**src/rtl/flagu_pkg.sv**
```systemverilog
package flagu_pkg;
  typedef enum logic [1:0] {
    OP_ADD = 2'b00,
    OP_SUB = 2'b01,
    OP_CMP = 2'b10,
    OP_MOV = 2'b11
  } op_e;

  typedef struct packed {
    logic n;
    logic z;
    logic c;
    logic v;
  } flags_t;

  localparam int CONDW = 4;
  localparam logic [CONDW-1:0] CC_ALWAYS = 4'b1110;
  localparam logic [CONDW-1:0] CC_NEVER  = 4'b1111;
endpackage

```
**src/rtl/flagu_rst_sync.sv**
```systemverilog
module flagu_rst_sync #(
  parameter int STAGES = 2
) (
  input  logic clk,
  input  logic rst_n,
  output logic rst_ok
);
  logic [STAGES-1:0] sh_q;
  logic [STAGES-1:0] sh_d;

  always_comb sh_d = {sh_q[STAGES-2:0], 1'b1};

  always_ff @(posedge clk or negedge rst_n) begin
    if (!rst_n) sh_q <= '0;
    else        sh_q <= sh_d;
  end

  assign rst_ok = sh_q[STAGES-1];
endmodule

```
**src/rtl/flagu_arith.sv**
```systemverilog
module flagu_arith
  import flagu_pkg::*;
#(
  parameter int W = 32
) (
  input  logic [W-1:0] a,
  input  logic [W-1:0] b,
  input  op_e          op,
  input  logic         shc,
  input  flags_t       cur,
  output logic [W-1:0] res,
  output flags_t       nxt
);
  localparam int MSB = W - 1;

  logic         is_sub;
  logic [W-1:0] b_eff;
  logic [W:0]   sum;

  // One adder serves add, subtract and compare: subtract is a + ~b + 1.
  always_comb begin
    is_sub = (op == OP_SUB) || (op == OP_CMP);
    b_eff  = is_sub ? ~b : b;
    sum    = {1'b0, a} + {1'b0, b_eff} + {{W{1'b0}}, is_sub};
  end

  always_comb begin
    nxt = cur;
    if (op == OP_MOV) begin
      res   = b;
      nxt.c = shc;
    end else begin
      res   = sum[W-1:0];
      nxt.c = sum[W];
      if (is_sub) nxt.v = (a[MSB] != b[MSB]) && (res[MSB] != a[MSB]);
      else        nxt.v = (a[MSB] == b[MSB]) && (res[MSB] != a[MSB]);
    end
    nxt.n = res[MSB];
    nxt.z = (res == '0);
  end
endmodule

```
**src/rtl/flagu_cond.sv**
```systemverilog
module flagu_cond
  import flagu_pkg::*;
(
  input  logic [CONDW-1:0] cond,
  input  flags_t           fl,
  output logic             pass
);
  logic base;

  // Even codes give the base test; odd codes invert it (1111 inverts always).
  always_comb begin
    unique case (cond[3:1])
      3'd0: base = fl.z;
      3'd1: base = fl.c;
      3'd2: base = fl.n;
      3'd3: base = fl.v;
      3'd4: base = fl.c && !fl.z;
      3'd5: base = (fl.n == fl.v);
      3'd6: base = !fl.z && (fl.n == fl.v);
      default: base = 1'b1;
    endcase
    pass = base ^ cond[0];
  end
endmodule

```
**src/rtl/flag_pred_unit.sv**
```systemverilog
module flag_pred_unit
  import flagu_pkg::*;
#(
  parameter int W          = 32,
  parameter int RST_STAGES = 2
) (
  input  logic         clk,
  input  logic         rst_n,
  input  logic [W-1:0] op_a,
  input  logic [W-1:0] op_b,
  input  logic [1:0]   op_sel,
  input  logic         set_flags,
  input  logic         shift_carry,
  input  logic [3:0]   cond,
  output logic [W-1:0] result,
  output logic [3:0]   flags,
  output logic         res_we,
  output logic         cond_pass
);
  logic   rst_ok;
  op_e    op;
  flags_t flg_q, flg_d, alu_nxt;
  logic   flag_we;

  assign op = op_e'(op_sel);

  flagu_rst_sync #(.STAGES(RST_STAGES)) u_rst (
    .clk(clk), .rst_n(rst_n), .rst_ok(rst_ok)
  );

  flagu_arith #(.W(W)) u_arith (
    .a(op_a), .b(op_b), .op(op), .shc(shift_carry),
    .cur(flg_q), .res(result), .nxt(alu_nxt)
  );

  flagu_cond u_cond (
    .cond(cond), .fl(flg_q), .pass(cond_pass)
  );

  always_comb begin
    flag_we = cond_pass && (set_flags || (op == OP_CMP));
    res_we  = cond_pass && (op != OP_CMP);
    flg_d   = alu_nxt;
  end

  always_ff @(posedge clk or negedge rst_ok) begin
    if (!rst_ok)      flg_q <= '0;
    else if (flag_we) flg_q <= flg_d;
  end

  assign flags = flg_q;


  hold_on_fail_chk: assert property (@(posedge clk) disable iff (!rst_ok)
    !cond_pass |=> $stable(flags));

  cmp_no_write_chk: assert property (@(posedge clk) disable iff (!rst_ok)
    (op_sel == 2'b10) |-> !res_we);

  zero_flag_chk: assert property (@(posedge clk) disable iff (!rst_ok)
    flag_we |=> (flags[2] == ($past(result) == '0)));

  neg_flag_chk: assert property (@(posedge clk) disable iff (!rst_ok)
    flag_we |=> (flags[3] == $past(result[W-1])));
endmodule

```
**config.mk**
```make
export PLATFORM = sky130hd
export DESIGN_NAME = flag_pred_unit
export DESIGN_NICKNAME = d
export VERILOG_FILES = /design/src/rtl/flagu_pkg.sv /design/src/rtl/flagu_rst_sync.sv /design/src/rtl/flagu_arith.sv /design/src/rtl/flagu_cond.sv /design/src/rtl/flag_pred_unit.sv
export SDC_FILE = /design/constraint.sdc
export NUM_CORES = 1
export LEC_CHECK = 0
export BUFFER_PORTS_ARGS = -buffer_cell sky130_fd_sc_hd__buf_2
export CORE_UTILIZATION = 40
export CTS_BUF_LIST = sky130_fd_sc_hd__clkbuf_8 sky130_fd_sc_hd__clkbuf_16
export DETAILED_ROUTE_END_ITERATION = 16
export PLACE_DENSITY = 0.63
export SYNTH_ARGS = -nofsm -noshare
export SYNTH_HDL_FRONTEND = slang
export SYNTH_SLANG_ARGS = --single-unit
```
**constraint.sdc**
```tcl
create_clock -name clk -period 8.45 [get_ports clk]
set_clock_uncertainty 0.2 [all_clocks]
set_input_delay 0.845 -clock clk [delete_from_list [all_inputs] [get_ports clk]]
set_output_delay 0.845 -clock clk [all_outputs]
set_load 0.03 [all_outputs]
```
==> results of run 1 <==
worst paths after layout:
kind / start / end / slack (ns) / cells past startpoint
worst max-delay path: op_sel[0] / result[30] / 2.58 / 16
max in group asynchronous: u_rst.sh_q[1]$_DFF_PN0_ / flags[1]$_DFFE_PN0P_ / 7.51 / 1
worst max register to register: flags[0]$_DFFE_PN0P_ / flags[2]$_DFFE_PN0P_ / 5.70 / 10
worst min register to register: u_rst.sh_q[0]$_DFF_PN0_ / u_rst.sh_q[1]$_DFF_PN0_ / 0.15 / 0
worst min-delay path: u_rst.sh_q[0]$_DFF_PN0_ / u_rst.sh_q[1]$_DFF_PN0_ / 0.15 / 0
min in group asynchronous: rst_n / u_rst.sh_q[1]$_DFF_PN0_ / 0.21 / 1
power groups by stage:
stage	Combinational [mW]	Clock, mW	Sequential, mW
after CTS	0.647	0.0420	0.0433
after global placement	0.640	0	0.0441
after floorplan	0.472	0	0.0559
final	0.650	0.0405	0.0434
after detailed placement	0.643	0	0.0440
after global routing	0.706	0.0444	0.0449
layout make-up:
cell class | instances | area (um^2) | share of cell area
inverters | 11 | 41.29 | 0.01088
clock buffers | 3 | 41.29 | 0.01088
well taps | 102 | 127.6 | 0.03364
flip-flops and latches | 6 | 150.1 | 0.03958
multi-input cells | 419 | 2868 | 0.7559
repair buffers | 112 | 565.5 | 0.1491
cells by family after synthesis:
group | share of synthesized area
DFF | 0.04756
buffers and inverters | 0.04558
xor gates and xnor gates | 0.1526
and+or+nand+nor | 0.2453
adders and majority gates | 0.1490
muxes | 0.03765
AOI/OAI and AO/OA | 0.3211
other | 0.001188
worst max-delay path, delay by kind of cell:
| family | cells | cell delay (ns) |
|---|---|---|
| buf+inv | 4 | 0.44 |
| fa+ha+maj | 2 | 1.39 |
| xor+xnor | 2 | 0.39 |
| simple gates | 2 | 0.26 |
| compound gates | 6 | 1.50 |
what timing repair did:
item	in CTS	in global routing
endpoints found under the hold margin	4	0
gates resized for setup	0	0
hold buffers	1	0
metal layers:
layer / track usage / vias up / share of wire
li1: - / 1868 / -
met3: 0.01599 / 10 / 0.059
met4: 0.05423 / 0 / 0.015
met5: 0 / - / 0
met1: 0.3085 / 1689 / 0.45
met2: 0.4129 / 136 / 0.47
cells in the final DEF, fill, tap and decap left out, types with 3 or more instances in the layout:
cell type | netlist | layout
ha_1 | 36 | 34
buf_2 | 7 | 111
nor4_1 | 7 | 7
xor2_1 | 11 | 11
o21bai_1 | 4 | 4
a21boi_0 | 3 | 3
o21a_1 | 9 | 9
o31ai_1 | 3 | 3
o21ai_1 | 9 | 9
a31oi_1 | 7 | 7
mux2i_1 | 4 | 4
or3_1 | 3 | 3
mux2_2 | 5 | 5
nor2b_1 | 8 | 8
nand3_1 | 3 | 3
nor2_1 | 30 | 30
nand4_1 | 12 | 12
o211ai_1 | 5 | 5
dfrtp_1 | 6 | 6
a21o_1 | 15 | 15
and3_1 | 5 | 5
inv_1 | 10 | 10
a211oi_1 | 4 | 4
clkbuf_8 | 0 | 3
o21ai_0 | 35 | 35
xnor2_1 | 44 | 44
a21oi_1 | 35 | 35
nand2b_1 | 8 | 8
nand2_1 | 64 | 64
nor3_1 | 8 | 8
through the flow:
step	cells	area [um^2]	setup WS [ns]
after detailed placement	649	3742	2.557
after global placement	649	3742	2.671
after floorplan	460	3157	2.961
final	653	3794	2.575
after global routing	653	3794	2.155
after CTS	653	3794	2.552
registers in the layout, summed over array words and instances, names as in the netlist:
name and cells:
flags 4, u_rst.sh_q 2
==> summary.txt, run 1 <==
STA
  • Sum of negative setup slack: 0 ns
  • Slew margin rel.: 0.3066
  • Final-report hold violation count: 0
  • F_max: 0.1702 GHz
  • Fin. max-slew vios: 0
  • Final min period: 5.875 ns
  • Worst hold slack: 0.1467 ns
  • RSZ-0062 raised after global routing: no
  • Final Cycle Share: 0.6952
  • Worst slew pin tran: 1.040 ns
  • Final setup violating endpoints: 0

GRT
  • Vias in the first global route: 3446
  • Largest net degree at the start of global routing: 60
  • Global Route Usage Sum: 0.2339
  • Global route overflow: 0
  • Antenna violations before repair: 0
  • Global-route wire length before repair: 15980 um

Clocking
  • Clk buf depth: 2
  • TritonCTS sink count: 6
  • Total CTS buffers: 3
  • CTS HTree Levels: 1
  • Clock root cell: clkbuf_8
  • Skew-Pair Late Insertion Delay: 0.21 ns
  • Setup Fix Bufs, Post-CTS: 0
  • Reg clk slew, reported paths: 0.03 ns
  • CTS tree: yes

Synth
  • Yosys top cell area share: 0.1427
  • Syn_area_per_cell: 6.863 um^2
  • Ys flop type: dfrtp_1
  • Mapped Area: 3157 um^2
  • Mapped Nets: 571
  • Commonest cells post-synth: nand2_1 (64), xnor2_1 (44), ha_1 (36)
  • Most frequent cell after synthesis: nand2_1
  • Number of synthesized flops with an enable pin: 0
  • Library cells used by synthesis: 65
  • Synth top area cells: ha_1 (14%), xnor2_1 (12%), nand2_1 (7.6%)
  • Register area share after synthesis: 0.04756
  • Synth Instances: 460
  • #FFs+latches synth: 6
  • Asr flop ratio synth: 1.000
  • Cell taking the most area after synthesis: ha_1
  • Syn. warnings: 0

Critical path
  • Startpoint Class: primary input
  • Data required, critical path: 7.40 ns
  • Critical path capture point type: primary output
  • CP max-delay cell: ha_2
  • Critical Path Fanout Max: 32
  • Critical path's largest stage delay: 0.96 ns
  • WP data arrival: 4.83 ns
  • CP Class: in2out
  • Critical-path cell list: buf_2, inv_1, ha_2, xnor2_1, inv_1, fa_1, nand2b_1, a21oi_1, o21ai_0, a31oi_1, o31ai_1, a21boi_0, nor2_1, xor2_1, o21ai_0, buf_2

Floorplan
  • Io pins: 112
  • Die ar.: 8251 um^2
  • Core ar.: 7687 um^2
  • Num rows: 32
  • Die Ht: 90.84 um
  • Starting Density: 0.4106
  • Die width: 90.84 um

Power
  • Internal: 0.2992 mW
  • Worst IR Drop VDD: 0.1071 mV
  • Overall power: 0.7343 mW
  • Sw Ratio: 0.5925
  • Comb power frac: 0.886
  • Pwr dens: 193.6 nW/um^2
  • Sequential share of power: 0.059
  • NetSw: 0.4351 mW
  • Clock power frac: 0.055
  • P_leak: 1.728 nW

Detailed routing
  • DR pass1 iterations: 5
  • Routed wire length: 9901 um
  • Antenna viol nets, final: 0
  • Via count: 3703
  • DR vias/cell: 5.671
  • Avg WL per Cell: 15.16 um
  • Drc violations: 0
  • Starting DRT DRC Count: 148

Place
  • Dpl hpwl: 8050 um
  • I/O Buffers: 111
  • GP Congestion: 0.8671

Cells and area
  • Ant. Diodes: 0
  • FILL cells: 839
  • Final net count: 664
  • Synthesis-to-layout area growth: 20.17%
  • Share of cells above drive strength 1: 0.2432
  • Core Util, Final: 0.4935

Hold path
  • HP Class: reg2reg

Status
  • Outcome: finished, final reports clean

Flow run
  • MaxCap Viol Count: 0
Note: power is estimated with default switching activity, not from simulation.
==> inputs of run 2 (changes only) <==
--- a/config.mk
+++ b/config.mk
@@ -5,11 +5,12 @@
 export SDC_FILE = /design/constraint.sdc
 export NUM_CORES = 1
 export LEC_CHECK = 0
+export ABC_AREA = 1
 export BUFFER_PORTS_ARGS = -buffer_cell sky130_fd_sc_hd__buf_2
 export CORE_UTILIZATION = 40
 export CTS_BUF_LIST = sky130_fd_sc_hd__clkbuf_8 sky130_fd_sc_hd__clkbuf_16
 export DETAILED_ROUTE_END_ITERATION = 16
-export PLACE_DENSITY = 0.63
+export PLACE_DENSITY = 0.61
 export SYNTH_ARGS = -nofsm -noshare
 export SYNTH_HDL_FRONTEND = slang
 export SYNTH_SLANG_ARGS = --single-unit
==> constraint.sdc (replaced) <==
create_clock -name clk -period 6.1 [get_ports clk]
set_clock_uncertainty 0.2 [all_clocks]
set_input_delay 0.61 -clock clk [delete_from_list [all_inputs] [get_ports clk]]
set_output_delay 0.61 -clock clk [all_outputs]
set_load 0.03 [all_outputs]
==> run 2 against run 1 <==
Against the previous run: hold slack better by 0.0058 ns; critical path depth is 3 higher; highest routed layer unchanged; via count is 28% higher; non-clock buffer count is 1 higher.
==> summary.txt, run 2 <==
Synth
  • Register area share after synthesis: 0.03966 (-0.007906)
  • Mapped Area: 3786 um^2 (+20%)
  • Asr flop ratio synth: 1.000 (unchanged)
  • Syn_area_per_cell: 5.048 um^2 (-26%)
  • Yosys top cell area share: 0.2796 (+0.1369)
  • Cell taking the most area after synthesis: nand2_1
  • #FFs+latches synth: 6 (unchanged)
  • Ys flop type: dfrtp_1
  • Most frequent cell after synthesis: nand2_1
  • Library cells used by synthesis: 38 (-42%)
  • Mapped Nets: 861 (+51%)
  • Synth top area cells: nand2_1 (28%), inv_1 (15%), ha_1 (12%)
  • Commonest cells post-synth: nand2_1 (282), inv_1 (149), nand3_1 (73)
  • Number of synthesized flops with an enable pin: 0 (unchanged)
  • Synth Instances: 750 (+63%)
  • Syn. warnings: 0 (unchanged)

Floorplan
  • Io pins: 112 (unchanged)
  • Die ar.: 9859 um^2 (+19%)
  • Starting Density: 0.4117 (+0.001056)
  • Die Ht: 99.29 um (+9.3%)
  • Num rows: 35 (+9.4%)
  • Core ar.: 9196 um^2 (+20%)
  • Die width: 99.29 um (+9.3%)

Critical path
  • Worst Reg-to-Reg Cells: 15 (+5)
  • WP data arrival: 3.87 ns (-0.96 ns)
  • Reg-to-Reg Start: flags[0]$_DFFE_PN0P_
  • Startpoint Class: primary input
  • Critical path capture point type: primary output
  • CP Class: in2out
  • Critical path's largest stage delay: 1.02 ns (+0.06 ns)
  • Critical path buffers and inverters: 5 (+1)
  • CP Launch Point: op_sel[0]
  • CP max-delay cell: ha_2
  • CP most frequent cell: nand2_1
  • Data required, critical path: 5.29 ns (-2.11 ns)
  • Family with the most delay on the worst path: adder cells
  • WP depth: 19 (+3)
  • Critical-path cell list: buf_2, inv_1, ha_2, xor2_1, fa_1, inv_1, nand2_1, nand2_1, nand3_2, nand2_2, nand2_1, nand2_1, nand2_1, nand2_1, nand2_1, nand3_1, nand2_1, inv_1, buf_2
  • Critical Path Fanout Max: 32 (unchanged)

STA
  • Final min period: 4.683 ns
  • Final-report hold violation count: 0 (unchanged)
  • Slew margin rel.: 0.2965 (-0.01013)
  • RSZ-0062 raised after global routing: no
  • Final Cycle Share: 0.7677
  • Worst slew pin tran: 1.055 ns (+0.01519 ns)
  • Sum of negative setup slack: 0 ns (unchanged)
  • Fin. max-slew vios: 0 (unchanged)
  • F_max: 0.2135 GHz
  • Final setup violating endpoints: 0 (unchanged)

Clocking
  • Reg clk slew, reported paths: 0.03 ns (about the same)
  • Skew-Pair Late Insertion Delay: 0.22 ns (about the same)
  • Total CTS buffers: 3 (unchanged)
  • CTS tree: yes
  • CTS HTree Levels: 1 (unchanged)
  • Clock root cell: clkbuf_8
  • Clk buf depth: 2 (unchanged)
  • TritonCTS sink count: 6 (unchanged)

Cells and area
  • Most frequent cells in the layout: nand2_1 (282), inv_1 (149), buf_2 (111)
  • Commonest non-fill, non-tap cell in the layout: nand2_1
  • Core Util, Final: 0.4873 (-0.006143)
  • Synthesis-to-layout area growth: 18.37%
  • Max reg flops: 4 (unchanged)
  • Final net count: 967 (+46%)
  • Ant. Diodes: 0 (unchanged)
  • Share of cells above drive strength 1: 0.1745 (-0.06872)

Power
  • Worst IR Drop VDD: 0.2457 mV (+130%)
  • P_leak: 2.842 nW (+65%)
  • Pwr dens: 228.2 nW/um^2 (+18%)

GRT
  • Global route overflow: 0 (unchanged)
  • Largest net degree at the start of global routing: 44 (-27%)
  • Antenna violations before repair: 0 (unchanged)
  • Global Route Usage Sum: 0.2505 (+0.01660)
  • Global-route wire length before repair: 19940 um (+25%)
  • Vias in the first global route: 4273 (+24%)

Status
  • Outcome: finished, final reports clean

Detailed routing
  • DR vias/cell: 4.898 (-14%)
  • Routed wire length: 12360 um (+25%)
  • Starting DRT DRC Count: 210 (+42%)
  • Drc violations: 0 (unchanged)
  • Antenna viol nets, final: 0 (unchanged)
  • Avg WL per Cell: 12.81 um (-16%)
  • Via count: 4727 (+28%)
  • DR pass1 iterations: 5 (unchanged)

Hold path
  • Worst hold path stage count: 0 (unchanged)
  • HP Class: reg2reg
  • Hold Startpoint: u_rst.sh_q[0]$_DFF_PN0_

Place
  • Dpl hpwl: 10650 um (+32%)
  • I/O Buffers: 111 (unchanged)
  • GP Congestion: 0.9549 (+10%)

Flow run
  • MaxCap Viol Count: 0 (unchanged)
[run 2: changes by cell type in the layout (fill, tap and decap cells not counted), sizes merged, moves of 30 or more]
cell / delta
nand2: +230
inv: +142
nand3: +74
nor2: +30
o21ai: -30
[run 2: logic make-up (layout without fill, tap and decap cells)]
logic type	after synthesis	in the layout	synth area share
buffers and inverters	165	269	0.1682
AO/OA/AOI/OAI	44	44	0.06543
XOR/XNOR	33	33	0.07634
adder cells (fa/ha/maj)	37	37	0.1243
flip-flops	6	6	0.03966
other	1	1	0.0009905
AND/OR/NAND/NOR	464	464	0.5251
[run 2: metrics by stage]
step | hold slack, ns | std cells | area [um^2] | power (mW) | setup WS [ns]
finish | 0.1525 | 965 | 4482 | 1.023 | 1.417
floorplan | -0.1597 | 750 | 3786 | 0.7214 | 2.255
global placement | -0.1476 | 960 | 4420 | 0.9522 | 1.467
global route | 0.1563 | 965 | 4482 | 1.133 | 1.062
CTS | 0.1548 | 965 | 4482 | 1.023 | 1.413
detailed placement | -0.1429 | 960 | 4420 | 0.9590 | 1.416
[run 2: worst register-to-register path, delay by kind of cell, from the launching register on]
kind,cells,cell delay (ns)
buf+inv,1,0.09
flops,1,0.41
simple gates,14,1.30
[run 2: final timing paths]
path                                           end  slack [ns]
setup / recovery                        result[28]        1.42
hold / removal             u_rst.sh_q[1]$_DFF_PN0_        0.15
setup reg to reg              flags[2]$_DFFE_PN0P_        4.05
hold reg to reg            u_rst.sh_q[1]$_DFF_PN0_        0.15
max in group asynchronous  u_rst.sh_q[0]$_DFF_PN0_        5.08
min in group asynchronous     flags[3]$_DFFE_PN0P_        0.39
[run 2: timing repair]
item / 4_1_cts / 5_1_grt
gates resized for setup: 0 / 0
hold buffers: 2 / 0
hold endpoints to repair: 6 / 0
setup buffers: 0 / 0
[run 2: area by class of cell]
type                    count  area (um^2)
fillers                  1052         4715
multi-input cells         579         3002
clock buffers               3        41.29
inverters                 153        574.3
well taps                 111        138.9
flip-flops and latches      6        150.1
repair buffers            113        575.6
[run 2: per-layer routing]
layer / share of wire / GRT usage / vias up
met3: 0.059 / 0.01476 / 4
met1: 0.50 / 0.3602 / 2096
li1: - / - / 2498
met4: 0.0054 / 0.02489 / 0
met5: 0 / 0 / -
met2: 0.44 / 0.4247 / 129
[run 2: power by group]
part,leakage [nW],total (mW),internal (mW),switching [mW]
registers,0.0735,0.0562,0.0487,0.00749
clock network,0.0216,0.0571,0.0422,0.0149
logic,2.75,0.909,0.290,0.619
